### src/rtl/crc_rx_pkg.sv
package crc_rx_pkg;
  typedef enum logic {
    PH_RECV = 1'b0,
    PH_DONE = 1'b1
  } chk_phase_e;
endpackage

### src/rtl/crc_chk_ctrl.sv
module crc_chk_ctrl
  import crc_rx_pkg::*;
(
  input  logic clk_i,
  input  logic rst_ni,
  input  logic start_i,
  input  logic bit_vld_i,
  input  logic last_i,
  input  logic nxt_zero_i,
  output logic div_clr_o,
  output logic div_en_o,
  output logic fb_en_o,
  output logic err_o,
  output logic done_o
);
  chk_phase_e phase;
  logic fin;

  assign fin       = bit_vld_i & last_i & (phase == PH_RECV) & ~start_i;
  assign div_clr_o = start_i;
  assign div_en_o  = bit_vld_i & ~start_i;
  assign fb_en_o   = (phase == PH_RECV);

  always_ff @(posedge clk_i or negedge rst_ni) begin
    if (!rst_ni) begin
      phase  <= PH_RECV;
      done_o <= 1'b0;
      err_o  <= 1'b0;
    end else if (start_i) begin
      phase  <= PH_RECV;
      done_o <= 1'b0;
      err_o  <= 1'b0;
    end else if (fin) begin
      phase  <= PH_DONE;
      done_o <= 1'b1;
      err_o  <= ~nxt_zero_i;
    end
  end

  p_start_clears_r1: assert property (@(posedge clk_i) disable iff (!rst_ni)
    start_i |=> (!done_o && !err_o));
  p_done_after_last_r4: assert property (@(posedge clk_i) disable iff (!rst_ni)
    (bit_vld_i && last_i && !done_o && !start_i) |=> done_o);
  p_done_hold_r4: assert property (@(posedge clk_i) disable iff (!rst_ni)
    (done_o && !start_i) |=> (done_o && $stable(err_o)));
  p_err_needs_done_r5: assert property (@(posedge clk_i) disable iff (!rst_ni)
    err_o |-> done_o);
endmodule

### config.mk
export PLATFORM = sky130hd
export DESIGN_NAME = crc_chk_ctrl
export DESIGN_NICKNAME = d
export VERILOG_FILES = /design/src/rtl/crc_rx_pkg.sv /design/src/rtl/crc_chk_ctrl.sv
export SDC_FILE = /design/constraint.sdc
export NUM_CORES = 1
export LEC_CHECK = 0
export CAP_MARGIN = 20
export CORE_AREA = 2 2 39 41
export CTS_CLUSTER_SIZE = 16
export DETAILED_ROUTE_END_ITERATION = 7
export DIE_AREA = 0 0 41 43
export DONT_BUFFER_PORTS = 1
export PLACE_DENSITY = 0.3
export SYNTH_ARGS = -nofsm -noshare
export SYNTH_HDL_FRONTEND = slang
export SYNTH_SLANG_ARGS = --single-unit
### constraint.sdc
create_clock -name clk_i -period 1.1 [get_ports clk_i]
set_input_delay 0.165 -clock clk_i [delete_from_list [all_inputs] [get_ports clk_i]]
set_output_delay 0.165 -clock clk_i [all_outputs]
set_load 0.005 [all_outputs]
# Yosys cells after proc, flatten, opt, wreduce, memory -nomap -nowiden
# Cells that the tools add are included.
[classes]
mux = 4
n_bitwise = 7
n_reduce_logical = 1
[ops]
columns = ["op", "count"]
rows = [
  ["$and A1 B1 Y1", 4],
  ["$mux W1", 4],
  ["$not A1 Y1", 3],
  ["$reduce_bool A2 Y1", 1],
]
[totals]
ff_bits = 2
input_bits = 6

# Logic depth before layout (Yosys ltp)
[logic_depth]
word_depth = 5
ltp_mapped = 2
depth_no_buf = 2

# Worst setup path after synthesis
# OpenSTA, ideal clock, no wires.
[synth_timing]
kind = "reg-to-reg"
startpoint = "register done_o (netlist name)"
endpoint = "register err_o"
setup_time_ns = 0.125
t_arrival_ns = 0.853
path_slack_ns = 0.122
stages_incl_launch_ff = 3
path_buffers = 0
path_cell_list = "dfrtp_1 > nand3b_1 > mux2_4"
[synth_lines]
columns = ["item", "line", "text"]
rows = [
  ["end signal: assignment", "crc_chk_ctrl.sv:36", "err_o <= ~nxt_zero_i;"],
  ["end: declaration", "crc_chk_ctrl.sv:13", "output logic err_o,"],
]

==> reports/summary.txt <==
status - completed
row cnt - 14
Ports - 11
Tot Pwr - 265 uW
Placed Area - 133 um^2
CTS clk-pin slew, worst paths - 0.03 ns
Hold Path End - done_o
CTS max path bufs - 2
slew at the pin closest to its max-slew limit - 0.118 ns
TNS Setup - 0 ns
clock root buffer - clkbuf_4
DIE AREA - 1760 um^2
Post-Syn Area - 113 um^2
P_leak - 0.0795 nW
Pre-antenna DRT Iters - 2
Starting DRT DRC Count - 1
fmax - 1040 MHz
vias per cell - 2.97
max cap viols - 0
leading post-synthesis cells by cell area - dfrtp_1 44%, mux2_4 13%, and2b_2 7.8%, and2b_1 6.7%, buf_4 6.7%
biggest area consumer among synthesized cells - dfrtp_1
antenna-violating nets left - 0
Area Overhead vs Synth - 46.7%
Hold Crit Depth - 1
setup slack, reg-to-reg - 0.14 ns
Setup CP Type - register to register
Yosys top cell area share - 0.444
r2r startpoint - done_o
first-pass GRT wire length - 358 um
Final nets - 23
Initial Util - 0.0814
all-layer global routing usage - 0.0421
Syn. warnings - 0
R2R cell count - 2
Syn Nets - 17
hold_sp - start_i
Max-slew headroom - 0.921
final hold violations - 0
worst-path fanout max - 2
Yosys reg bits - 2
Post-CTS Resized - 0
largest net degree at the start of global routing - 6
clk_lat worst skew - 0.22 ns
IO buf count - 0
Cell variety after synth - 9
Total Wirelength - 301 um
Worst VDD drop - 0.165 mV
RR Endpoint - err_o
# diodes - 0
Final Cycle Share - 0.870
sequential share of the synthesized area - 0.444
CP Data Arrival Time - 1.06 ns
DRC - 0
HPWL Detailed - 242 um
vias in the first global route - 103
H-tree Lvls - 1
Avg Cell Area, Syn - 10.2 um^2
unrepaired setup endpoints after global routing - false
via count - 92
share of cells above drive strength 1 - 0.400
Finished Cell Area - 165 um^2
Die Wd - 41 um
total gr overflow - 0
Finished Core Util - 0.119
CTS tree - built
Syn Inst Count - 11
worst min-delay path class - input pin to register
postcts setup bufs - 0
kind of end point of the critical path - register
number of clock sinks - 2
final-report max-slew violation count - 0
# setup viols final - 0
pwr dens - 1610 nW/um^2
Critical Path Start Type - register
Die Span Y - 43 um
worst path required time - 1.20 ns
antenna violations before repair - 0
Core Box Area - 1380 um^2
Final GP Congestion - 0.446
Min Clock Period, post-route - 0.957 ns
Num CTS Buffers - 3
clk_skew - 0.00272 ns
wire per inst - 9.71 um
==> area by class of cell <==
| class | instances | area [um^2] |
|---|---|---|
| flip-flops and latches | 2 | 50.0 |
| repair buffers | 2 | 17.5 |
| well taps | 16 | 20.0 |
| multi-input cells | 7 | 51.3 |
| inverters | 1 | 3.75 |
| fillers | 159 | 1220 |
| clock buffers | 3 | 22.5 |
==> where the power goes <==
part / leakage [nW] / switching, mW / total (mW) / internal [mW]
clock: 0.0138 / 0.0405 / 0.161 / 0.120
combinational: 0.0389 / 0.00965 / 0.0241 / 0.0144
sequential: 0.0268 / 0.00232 / 0.0806 / 0.0783
==> per-layer routing <==
layer  part of all wire  routed length, um  track usage
met1               0.37                110       0.0321
met2               0.33                 99       0.0313
met3               0.30                 91       0.0681
met4                  0                  0       0.0600
met5                  0                  0            0
==> Yosys cell counts (all sizes together) <==
library cell,n
a21oi,1
and2b,2
buf,1
dfrtp,2
inv,1
mux2,1
nand3b,1
nor2,2
==> critical path, stage by stage (launching register included) <==
cell and delay, ns:
dfrtp_1 0.36, nand3b_1 0.18, mux2_4 0.30
==> cells by family (layout without fill, tap and decap cells) <==
kind of cell / Yosys count / in the layout / share of synthesized area
AOI/OAI and AO/OA: 1 / 1 / 0.0444
buffers and inverters: 2 / 6 / 0.100
DFF: 2 / 2 / 0.444
muxes: 1 / 1 / 0.133
and+or+nand+nor: 5 / 5 / 0.278
==> cell usage in the layout (no fill, tap or decap) <==
cell type	count
dlygate4sd3_1	1
mux2_4	1
and2b_1	1
nand3b_1	1
buf_4	1
and2b_2	1
clkbuf_4	3
a21oi_1	1
nor2_1	2
inv_1	1
dfrtp_1	2
==> stage by stage <==
step | cells | hold WS (ns) | setup WS (ns)
global route | 31 | 0.00734 | 0.0982
CTS | 31 | 0.00267 | 0.131
floorplan | 11 | -0.131 | 0.122
global placement | 27 | -0.131 | 0.159
detailed placement | 27 | -0.131 | 0.143
finish | 31 | 0.0104 | 0.143
==> what timing repair did <==
action	4_1_cts	5_1_grt
hold endpoints to repair	2	0
setup endpoints to repair	0	0
hold buffers	1	0
==> worst max path at each step <==
stage / depth (start not counted) / slack [ns] / endpoint / from
3_3_place_gp: 2 / 0.16 / err_o / done_o
4_1_cts: 2 / 0.13 / fb_en_o / done_o
6_report: 2 / 0.14 / err_o / done_o
3_5_place_dp: 2 / 0.14 / err_o / done_o
5_1_grt: 2 / 0.1 / fb_en_o / done_o
2_1_floorplan: 2 / 0.12 / err_o / done_o
==> sequential cells by signal, indices dropped and copies added (netlist names) <==
name / count
done_o: 1
err_o: 1
(Power assumes the default switching activity.)
